**config.mk**
```make
export PLATFORM = sky130hd
export DESIGN_NAME = sio_io_decoder
export DESIGN_NICKNAME = d
export VERILOG_FILES = /design/src/rtl/sio_pkg.sv /design/src/rtl/sio_ctrl_regs.sv /design/src/rtl/sio_port_bank.sv /design/src/rtl/sio_read_path.sv /design/src/rtl/sio_io_decoder.sv
export SDC_FILE = /design/constraint.sdc
export NUM_CORES = 1
export LEC_CHECK = 0
export ABC_AREA = 1
export BUFFER_PORTS_ARGS = -buffer_cell sky130_fd_sc_hd__buf_2
export CAP_MARGIN = 20
export CORE_MARGIN = 8
export CORE_UTILIZATION = 34
export CTS_CLUSTER_SIZE = 14
export DETAILED_ROUTE_END_ITERATION = 16
export SYNTH_ARGS = -nofsm -noshare
export SYNTH_HDL_FRONTEND = slang
export SYNTH_SLANG_ARGS = --single-unit
```
**constraint.sdc**
```tcl
create_clock -name clk -period 2.7 [get_ports clk]
set_clock_uncertainty 0.05 [all_clocks]
set_input_delay 0.54 -clock clk [delete_from_list [all_inputs] [get_ports clk]]
set_output_delay 0.54 -clock clk [all_outputs]
set_load 0.03 [all_outputs]
```
**src/rtl/sio_pkg.sv**
```systemverilog
// Package: constants shared by the control-page decoder.
// Assumes a 16-bit address, an 8-bit data bus and the page at 0x00F0.
package sio_pkg;
    localparam int            ADDR_W       = 16;
    localparam int            DATA_W       = 8;
    localparam logic [11:0]   PAGE_TAG     = 12'h00F;
    localparam logic [3:0]    OFS_CTRL     = 4'h1;
    localparam logic [3:0]    OFS_DSP_IDX  = 4'h2;
    localparam logic [3:0]    OFS_DSP_DATA = 4'h3;
    localparam logic [3:0]    OFS_PORT0    = 4'h4;
    localparam logic [3:0]    OFS_TGT0     = 4'hA;
    localparam logic [3:0]    OFS_CNT0     = 4'hD;
    localparam int            CTL_CLR_LO   = 4;
    localparam int            CTL_CLR_HI   = 5;
    localparam int            CTL_ROM_EN   = 7;
    localparam int            ROM_BYTES_DEF = 64;

    // Default boot image: byte k = 37*k + 17 (mod 256).
    function automatic logic [ROM_BYTES_DEF*8-1:0] rom_default();
        logic [ROM_BYTES_DEF*8-1:0] img;
        img = '0;
        for (int k = 0; k < ROM_BYTES_DEF; k++) begin
            img[k*8 +: 8] = 8'((k * 37 + 17) % 256);
        end
        return img;
    endfunction
endpackage

```
**src/rtl/sio_ctrl_regs.sv**
```systemverilog
// Control registers: timer enables/targets, indirect index, overlay switch.
// Assumes NUM_TIMERS <= 3 so enables fit below the clear bits and the
// targets fit between 0xFA and 0xFC.
module sio_ctrl_regs
    import sio_pkg::*;
#(
    parameter int NUM_TIMERS = 3
) (
    input  logic                    clk,
    input  logic                    rst_n,
    input  logic                    wr,
    input  logic                    page_hit,
    input  logic [3:0]              lo,
    input  logic [DATA_W-1:0]       wdata,
    output logic [NUM_TIMERS-1:0]   tmr_enable,
    output logic [NUM_TIMERS-1:0]   tmr_restart,
    output logic [NUM_TIMERS*8-1:0] tmr_target,
    output logic [DATA_W-1:0]       dsp_index,
    output logic                    dsp_we,
    output logic                    rom_mapped,
    output logic                    clr_lo,
    output logic                    clr_hi
);
    logic ctl_wr;
    logic page_wr;

    assign page_wr = wr && page_hit;
    assign ctl_wr  = page_wr && (lo == OFS_CTRL);

    // Enable rising edges request a timer restart in the write cycle.
    assign tmr_restart = {NUM_TIMERS{ctl_wr}} & wdata[NUM_TIMERS-1:0] & ~tmr_enable;
    assign clr_lo      = ctl_wr && wdata[CTL_CLR_LO];
    assign clr_hi      = ctl_wr && wdata[CTL_CLR_HI];
    // Indirect writes only reach the lower half of the register file.
    assign dsp_we      = page_wr && (lo == OFS_DSP_DATA) && !dsp_index[DATA_W-1];

    // Control byte: timer enables and overlay switch.
    always_ff @(posedge clk) begin
        if (!rst_n) begin
            tmr_enable <= '0;
            rom_mapped <= 1'b1;
        end else if (ctl_wr) begin
            tmr_enable <= wdata[NUM_TIMERS-1:0];
            rom_mapped <= wdata[CTL_ROM_EN];
        end
    end

    // Indirect register index.
    always_ff @(posedge clk) begin
        if (!rst_n) begin
            dsp_index <= '0;
        end else if (page_wr && (lo == OFS_DSP_IDX)) begin
            dsp_index <= wdata;
        end
    end

    for (genvar i = 0; i < NUM_TIMERS; i++) begin : g_tgt
        // Target byte of timer i.
        always_ff @(posedge clk) begin
            if (!rst_n) begin
                tmr_target[i*8 +: 8] <= '0;
            end else if (page_wr && (lo == 4'(OFS_TGT0 + i))) begin
                tmr_target[i*8 +: 8] <= wdata;
            end
        end
    end
endmodule

```
**src/rtl/sio_port_bank.sv**
```systemverilog
// Mailbox bytes (host-written, processor-read) plus spare bytes, and the
// host-facing bytes written by the processor.
// Assumes N_HOST = 4, so the clear pair bits cover bytes 0-1 and 2-3.
module sio_port_bank
    import sio_pkg::*;
#(
    parameter int N_HOST  = 4,
    parameter int N_EXTRA = 2,
    localparam int N_IN   = N_HOST + N_EXTRA,
    localparam int SEL_W  = $clog2(N_HOST)
) (
    input  logic                  clk,
    input  logic                  rst_n,
    input  logic                  cpu_wr,
    input  logic                  page_hit,
    input  logic [3:0]            lo,
    input  logic [DATA_W-1:0]     wdata,
    input  logic                  host_wr,
    input  logic [SEL_W-1:0]      host_sel,
    input  logic [DATA_W-1:0]     host_wdata,
    input  logic                  clr_lo,
    input  logic                  clr_hi,
    output logic [N_IN*8-1:0]     in_bytes,
    output logic [N_HOST*8-1:0]   out_bytes
);
    for (genvar k = 0; k < N_IN; k++) begin : g_in
        logic clr_k;
        logic load_k;
        logic [DATA_W-1:0] src_k;
        if (k < N_HOST) begin : g_host
            assign clr_k  = (k < N_HOST / 2) ? clr_lo : clr_hi;
            assign load_k = host_wr && (host_sel == SEL_W'(k));
            assign src_k  = host_wdata;
        end else begin : g_spare
            assign clr_k  = 1'b0;
            assign load_k = cpu_wr && page_hit && (lo == 4'(OFS_PORT0 + k));
            assign src_k  = wdata;
        end
        // Input byte k: clear has priority over a load.
        always_ff @(posedge clk) begin
            if (!rst_n || clr_k) begin
                in_bytes[k*8 +: 8] <= '0;
            end else if (load_k) begin
                in_bytes[k*8 +: 8] <= src_k;
            end
        end
    end

    for (genvar k = 0; k < N_HOST; k++) begin : g_out
        // Host-facing byte k.
        always_ff @(posedge clk) begin
            if (!rst_n) begin
                out_bytes[k*8 +: 8] <= '0;
            end else if (cpu_wr && page_hit && (lo == 4'(OFS_PORT0 + k))) begin
                out_bytes[k*8 +: 8] <= wdata;
            end
        end
    end
endmodule

```
**src/rtl/sio_read_path.sv**
```systemverilog
// Read selection: control page, boot overlay or memory, registered so all
// sources share one cycle of latency. Also produces counter clear pulses.
// Assumes ROM_BYTES is a power of two and the memory returns data one
// cycle after its read enable, holding it until the next read.
module sio_read_path
    import sio_pkg::*;
#(
    parameter int NUM_TIMERS = 3,
    parameter int CNT_W      = 4,
    parameter int N_IN       = 6,
    parameter int ROM_BYTES  = 64,
    parameter logic [ROM_BYTES*8-1:0] ROM_IMAGE = '0,
    localparam int ROM_AW    = $clog2(ROM_BYTES)
) (
    input  logic                        clk,
    input  logic                        rst_n,
    input  logic                        rd,
    input  logic                        page_hit,
    input  logic [ADDR_W-1:0]           addr,
    input  logic [DATA_W-1:0]           dsp_index,
    input  logic [DATA_W-1:0]           dsp_rdata,
    input  logic [N_IN*8-1:0]           in_bytes,
    input  logic [NUM_TIMERS*CNT_W-1:0] tmr_count_in,
    input  logic                        rom_mapped,
    input  logic [DATA_W-1:0]           ram_rdata,
    output logic [DATA_W-1:0]           cpu_rdata,
    output logic [NUM_TIMERS-1:0]       tmr_count_clr
);
    logic              rom_hit;
    logic              use_ram;
    logic [DATA_W-1:0] local_val;
    logic              use_ram_q;
    logic [DATA_W-1:0] local_q;

    assign rom_hit = &addr[ADDR_W-1:ROM_AW];

    // Source selection for the current request.
    always_comb begin
        use_ram   = 1'b1;
        local_val = '0;
        if (page_hit) begin
            use_ram = 1'b0;
            if (addr[3:0] == OFS_DSP_IDX)  local_val = dsp_index;
            if (addr[3:0] == OFS_DSP_DATA) local_val = dsp_rdata;
            for (int k = 0; k < N_IN; k++) begin
                if (addr[3:0] == 4'(OFS_PORT0 + k)) local_val = in_bytes[k*8 +: 8];
            end
            for (int i = 0; i < NUM_TIMERS; i++) begin
                if (addr[3:0] == 4'(OFS_CNT0 + i)) local_val = 8'(tmr_count_in[i*CNT_W +: CNT_W]);
            end
        end else if (rom_hit && rom_mapped) begin
            use_ram   = 1'b0;
            local_val = ROM_IMAGE[int'(addr[ROM_AW-1:0])*8 +: 8];
        end
    end

    for (genvar i = 0; i < NUM_TIMERS; i++) begin : g_clr
        assign tmr_count_clr[i] = rd && page_hit && (addr[3:0] == 4'(OFS_CNT0 + i));
    end

    // Capture the selection and local value on each read request.
    always_ff @(posedge clk) begin
        if (!rst_n) begin
            use_ram_q <= 1'b0;
            local_q   <= '0;
        end else if (rd) begin
            use_ram_q <= use_ram;
            local_q   <= local_val;
        end
    end

    assign cpu_rdata = use_ram_q ? ram_rdata : local_q;
endmodule

```
**src/rtl/sio_io_decoder.sv**
```systemverilog
// Top: control-page decoder with boot overlay and memory write-through.
// Assumes cpu_rd and cpu_wr are never high in the same cycle.
module sio_io_decoder
    import sio_pkg::*;
#(
    parameter int NUM_TIMERS = 3,
    parameter int CNT_W      = 4,
    parameter int ROM_BYTES  = ROM_BYTES_DEF,
    parameter logic [ROM_BYTES*8-1:0] ROM_IMAGE = rom_default(),
    localparam int N_HOST    = 4,
    localparam int N_EXTRA   = 2
) (
    input  logic                        clk,
    input  logic                        rst_n,
    input  logic [15:0]                 cpu_addr,
    input  logic                        cpu_rd,
    input  logic                        cpu_wr,
    input  logic [7:0]                  cpu_wdata,
    output logic [7:0]                  cpu_rdata,
    input  logic                        host_wr,
    input  logic [1:0]                  host_sel,
    input  logic [7:0]                  host_wdata,
    output logic [N_HOST*8-1:0]         host_rx,
    output logic [15:0]                 ram_addr,
    output logic                        ram_re,
    output logic                        ram_we,
    output logic [7:0]                  ram_wdata,
    input  logic [7:0]                  ram_rdata,
    output logic [6:0]                  dsp_idx,
    output logic                        dsp_we,
    output logic [7:0]                  dsp_wdata,
    input  logic [7:0]                  dsp_rdata,
    output logic [NUM_TIMERS-1:0]       tmr_enable,
    output logic [NUM_TIMERS-1:0]       tmr_restart,
    output logic [NUM_TIMERS*8-1:0]     tmr_target,
    input  logic [NUM_TIMERS*CNT_W-1:0] tmr_count_in,
    output logic [NUM_TIMERS-1:0]       tmr_count_clr
);
    logic                          page_hit;
    logic [DATA_W-1:0]             dsp_index;
    logic                          rom_mapped;
    logic                          clr_lo;
    logic                          clr_hi;
    logic [(N_HOST+N_EXTRA)*8-1:0] in_bytes;

    assign page_hit  = (cpu_addr[ADDR_W-1:4] == PAGE_TAG);
    // Every access is forwarded to memory; writes are never absorbed.
    assign ram_addr  = cpu_addr;
    assign ram_re    = cpu_rd;
    assign ram_we    = cpu_wr;
    assign ram_wdata = cpu_wdata;
    assign dsp_idx   = dsp_index[6:0];
    assign dsp_wdata = cpu_wdata;

    sio_ctrl_regs #(.NUM_TIMERS(NUM_TIMERS)) i_ctrl (
        .clk, .rst_n, .wr(cpu_wr), .page_hit, .lo(cpu_addr[3:0]), .wdata(cpu_wdata),
        .tmr_enable, .tmr_restart, .tmr_target, .dsp_index, .dsp_we,
        .rom_mapped, .clr_lo, .clr_hi
    );

    sio_port_bank #(.N_HOST(N_HOST), .N_EXTRA(N_EXTRA)) i_ports (
        .clk, .rst_n, .cpu_wr, .page_hit, .lo(cpu_addr[3:0]), .wdata(cpu_wdata),
        .host_wr, .host_sel, .host_wdata, .clr_lo, .clr_hi,
        .in_bytes, .out_bytes(host_rx)
    );

    sio_read_path #(
        .NUM_TIMERS(NUM_TIMERS), .CNT_W(CNT_W), .N_IN(N_HOST + N_EXTRA),
        .ROM_BYTES(ROM_BYTES), .ROM_IMAGE(ROM_IMAGE)
    ) i_read (
        .clk, .rst_n, .rd(cpu_rd), .page_hit, .addr(cpu_addr), .dsp_index,
        .dsp_rdata, .in_bytes, .tmr_count_in, .rom_mapped, .ram_rdata,
        .cpu_rdata, .tmr_count_clr
    );
endmodule

```
-- After elaboration in Yosys (flattened, before gate mapping)
Cells that the tools add are included.
- bits in registers: 125
- input bits: 67
- output and inout bits: 115
- word-level logic and storage cells: 88
- equality and inequality tests: 19
- shift operators: 1
- multiplexer cells: 16
- bitwise gates (word level): 3
- reductions and logical operators: 31
- operators by type and width (operator ; count):
    indexed part select 512 x 10 -> 8 bit (first input constant) ; 1
    two-way mux 8 bit ; 14
    equality test 4 bit (second input constant) ; 8
    logical AND 1 bit ; 25
    equality test 4 x 3 -> 1 bit (second input constant) ; 4
    equality test 12 x 4 -> 1 bit (second input constant) ; 1
    AND reduction 10 bit ; 1
    equality test 4 x 2 -> 1 bit (second input constant) ; 2
    AND 3 bit ; 2
    equality test 2 bit (second input constant) ; 2
    equality test 4 x 1 -> 1 bit (second input constant) ; 1
    NOT 3 bit ; 1
    equality test 2 x 1 -> 1 bit (second input constant) ; 1
    zero test 1 bit ; 2
    zero test 2 bit ; 1
    logical OR 1 bit ; 2
    two-way mux 1 bit ; 2

-- Logic depth before layout (Yosys ltp)
- word-level depth: 13
- mapped depth: 18
- depth with buffers taken out: 18

-- Hierarchy
A second synthesis with hierarchy kept.
- cell total of the unflattened synthesis: 1065
- area, all modules: 7054.3 µm²
- by module, submodules not included (module ; times used ; cells each ; area each (µm²) ; seq. area each (µm²)):
    sio_port_bank ; 1 ; 478 ; 3329.4 ; 1601.5
    sio_read_path ; 1 ; 331 ; 1848.0 ; 180.2
    sio_ctrl_regs ; 1 ; 206 ; 1557.7 ; 720.7
    sio_io_decoder ; 1 ; 50 ; 319.1 ; 0.0

-- Worst setup path after synthesis
OpenSTA, ideal clock, no wires.
- kind: input to output
- from: input cpu_addr[9]
- to: output dsp_we
- arrival: 2.002 ns
- required time: 2.110 ns
- slack: 0.108 ns
- stages on the path: 6
- path buffers: 0
- cells stage by stage: nor4_1 -> nor3b_2 -> nand2_2 -> nor2_8 -> inv_6 -> nor3_1
- cells in the longest elaborated chain, start to end: 4
- ends and longest elaborated chain (what ; line ; text):
    start, declared ; sio_io_decoder.sv:15 ; input logic [15:0] cpu_addr,
    equality test 12 x 4 -> 1 bit ; sio_io_decoder.sv:46 ; assign page_hit = (cpu_addr[ADDR_W-1:4] == PAGE_TAG);
    logical AND 1 bit ; sio_ctrl_regs.sv:27 ; assign page_wr = wr && page_hit;
    logical AND 1 bit (2 in a row) ; sio_ctrl_regs.sv:35 ; assign dsp_we = page_wr && (lo == OFS_DSP_DATA) && !dsp_index[DATA_W-1];
    end, declared ; sio_io_decoder.sv:30 ; output logic dsp_we,
No other way between the ends.

-- Final worst setup path
- from: input cpu_addr[10]
- to: output dsp_we
Same word-level chain as after synthesis.

==> impl_metrics.env <==
export IMPL_wl_per_cell_um=16.0
export IMPL_final_hold_viol_count=0
export IMPL_cts_tree="done"
export IMPL_ant_nets=0
export IMPL_dr_first_iter_drc_count=479
export IMPL_core_um2=18500
export IMPL_setup_viol=0
export IMPL_ctsHtreeMaxLevel=4
export IMPL_synthCells=930
export IMPL_dieWidth_um=152
export IMPL_ctsHoldBuffers=0
export IMPL_cts_root_buf="clkbuf_16"
export IMPL_grt_pass1_wl_mm=34.0
export IMPL_drive_above_1_share=0.249
export IMPL_gr_total_overflow=0
export IMPL_grt_use_total=0.182
export IMPL_rows=50
export IMPL_ys_async_sr_fraction=0
export IMPL_crit_fanout=6
export IMPL_syn_area_um2=6320
export IMPL_p_sw_mw=1.24
export IMPL_setup_ws_ns=0.125
export IMPL_diodes=0
export IMPL_drc=0
export IMPL_wl_mm=21.3
export IMPL_power_density_nw_per_um2=588
export IMPL_power_frac_seq=0.403
export IMPL_ios=182
export IMPL_ys_seq_area_frac=0.396
export IMPL_tightest_slew_ns=0.581
export IMPL_crit_chain="buf_2 > nor4_1 > nor3b_2 > nand2_2 > nor2_8 > inv_6 > nor3_1 > buf_4 > buf_2"
export IMPL_max_freq_ghz=0.388
export IMPL_fin_crit_sh=0.954
export IMPL_outcome="completed"
export IMPL_clock_latency_ns=0.42
export IMPL_yosys_warnings=0
export IMPL_power_leakage_nw=3.74
export IMPL_ys_flop_type="dfxtp_1"
export IMPL_min_period_ns=2.57
export IMPL_switching_share=0.264
export IMPL_final_area_um2=7950
export IMPL_grt_max_degree=33
export IMPL_required_ns=2.11
export IMPL_cp_slowest_cell="nor4_1"
export IMPL_vias=6597
export IMPL_layout_nets=1160
export IMPL_antenna_found_initial=1
export IMPL_clock_path_buffers=2
export IMPL_crit_arrival_ns=1.98
export IMPL_io_buffers=181
export IMPL_synth_area_per_cell_um2=6.80
export IMPL_die_area_um2=23200
export IMPL_slew_headroom=0.611
export IMPL_place_area_um2=7320
export IMPL_clkPwrFrac=0.486
export IMPL_power_frac_comb=0.111
export IMPL_hp_class="primary input to flop"
export IMPL_dpl_hpwl_mm=16.0
export IMPL_viasPerCell=4.95
export IMPL_peakVddDrop_uv=440
export IMPL_p_int_mw=3.44
export IMPL_synth_cell_types=35
export IMPL_grt_pass1_vias=6344
export IMPL_syn_to_final_growth_pct=25.7
export IMPL_critical_path_class="primary input to primary output"
export IMPL_fillers=1966
export IMPL_ys_seq_elements=125
export IMPL_endpoint_kind="primary output"
export IMPL_path_clk_slew_ns=0.06
export IMPL_die_h_um=152
export IMPL_crit_path_start_kind="primary input"
export IMPL_numCtsBuffers=17
export IMPL_synth_edf_count=0
export IMPL_critPathMaxStageDelay_ns=0.23
export IMPL_cap_violations=0
export IMPL_gp_congestion=0.905
export IMPL_cpMostUsedCell="buf_2"
export IMPL_synthesis_nets=1004
export IMPL_dr_pass1_iters=5
export IMPL_cts_sinks=125
export IMPL_rsz0062_at_grt="yes"
export IMPL_slew_violations=0
export IMPL_whs_ns=0.374
export IMPL_dp_slack_ns=0.116
export IMPL_initial_core_util=0.343
==> Yosys cell counts (all sizes together) (2+ instances only) <==
master	n	share of area
a21oi	150	0.12
a31oi	5	0.0049
buf	55	0.062
clkbuf	24	0.014
clkinv	7	0.0042
dfxtp	125	0.40
ha	7	0.014
inv	57	0.035
nand2	189	0.11
nand3	54	0.044
nand4	20	0.020
nor2	161	0.10
nor3	9	0.0071
nor4	2	0.0020
o211ai	4	0.0047
o21ai	52	0.045
or2	4	0.0040
==> state kept, by name, indices dropped and copies added (netlist names) <==
name / cells
i_ctrl.tmr_enable: 3
i_ports.out_bytes: 32
i_read.local_q: 8
i_ctrl.dsp_index: 8
i_ctrl.tmr_target: 24
i_ports.in_bytes: 48
i_read.use_ram_q: 1
i_ctrl.rom_mapped: 1
==> cell families (layout without fill, tap and decap cells) <==
kind of cell / after synthesis / after routing / synth area share
AND/OR/NAND/NOR: 440 / 440 / 0.294
AO/OA/AOI/OAI: 215 / 215 / 0.181
buffers and inverters: 143 / 312 / 0.116
flip-flops: 125 / 125 / 0.396
adder cells (fa/ha/maj): 7 / 7 / 0.0138
==> worst max-delay path, delay by kind of cell <==
kind / cells / cell delay (ns)
simple gates: 5 / 0.93
buf+inv: 4 / 0.53
==> through the flow <==
step / TNS, ns / total power, mW / util / instances
2_1_floorplan: 0 / 2.26 / - / 930
3_3_place_gp: 0 / 2.44 / 0.397 / 1300
3_5_place_dp: 0 / 2.44 / 0.397 / 1300
4_1_cts: 0 / 4.72 / 0.429 / 1332
5_1_grt: -0.00897 / 4.86 / 0.431 / 1333
6_report: 0 / 4.67 / 0.431 / 1333
==> power by group through the flow <==
stage,Combinational [mW],Sequential (mW),Clock [mW]
after floorplan,0.342,1.92,0
after global placement,0.515,1.92,0
after detailed placement,0.515,1.92,0
after CTS,0.517,1.88,2.32
after global routing,0.567,1.89,2.41
final,0.519,1.88,2.27
==> path summary, 6_finish.rpt <==
kind,from,endpoint,slack (ns),depth (start not counted)
worst max-delay path,cpu_addr[10],dsp_we,0.13,9
worst min-delay path,cpu_wdata[0],i_ctrl.tmr_enable[0],0.37,3
worst max register to register,i_ctrl.rom_mapped,i_read.local_q[7],1.11,9
worst min register to register,i_ports.in_bytes[39],i_ports.in_bytes[39],0.40,2
==> area by class of cell <==
class	count	area, um^2	share of cell area
Multi-Input combinational cell	662	3100	0.391
Sequential cell	125	2500	0.315
Timing Repair Buffer	216	1210	0.152
Clock buffer	20	457	0.0575
Tap cell	234	293	0.0368
Inverter	64	248	0.0312
Clock inverter	12	134	0.0168
==> cell usage in the layout (no fill, tap or decap), drive strengths merged <==
cell	Yosys	final
nand4	20	20
o21ai	52	52
ha	7	7
bufinv	0	2
nor3b	1	1
nor4	2	2
or2	4	4
a31oi	5	5
a21oi	150	150
nor3	9	9
a211oi	1	1
clkbuf	24	20
buf	55	216
nand3	54	54
nand2	189	189
clkinv	7	9
inv	57	60
o211ai	4	4
dfxtp	125	125
o21bai	1	1
clkinvlp	0	5
o221ai	1	1
nor2	161	161
a221oi	1	1
==> per-layer routing <==
metal	routed length [um]	track usage
met4	510	0.0695
met1	9580	0.225
met3	1570	0.0522
met2	9620	0.294
met5	10	0
==> what timing repair did <==
| item | in CTS | in global routing |
|---|---|---|
| gates resized for setup | 0 | 13 |
| setup endpoints to repair | 0 | 3 |
| buffers inserted | 0 | 1 |
Note: power is estimated with default switching activity, not from simulation.
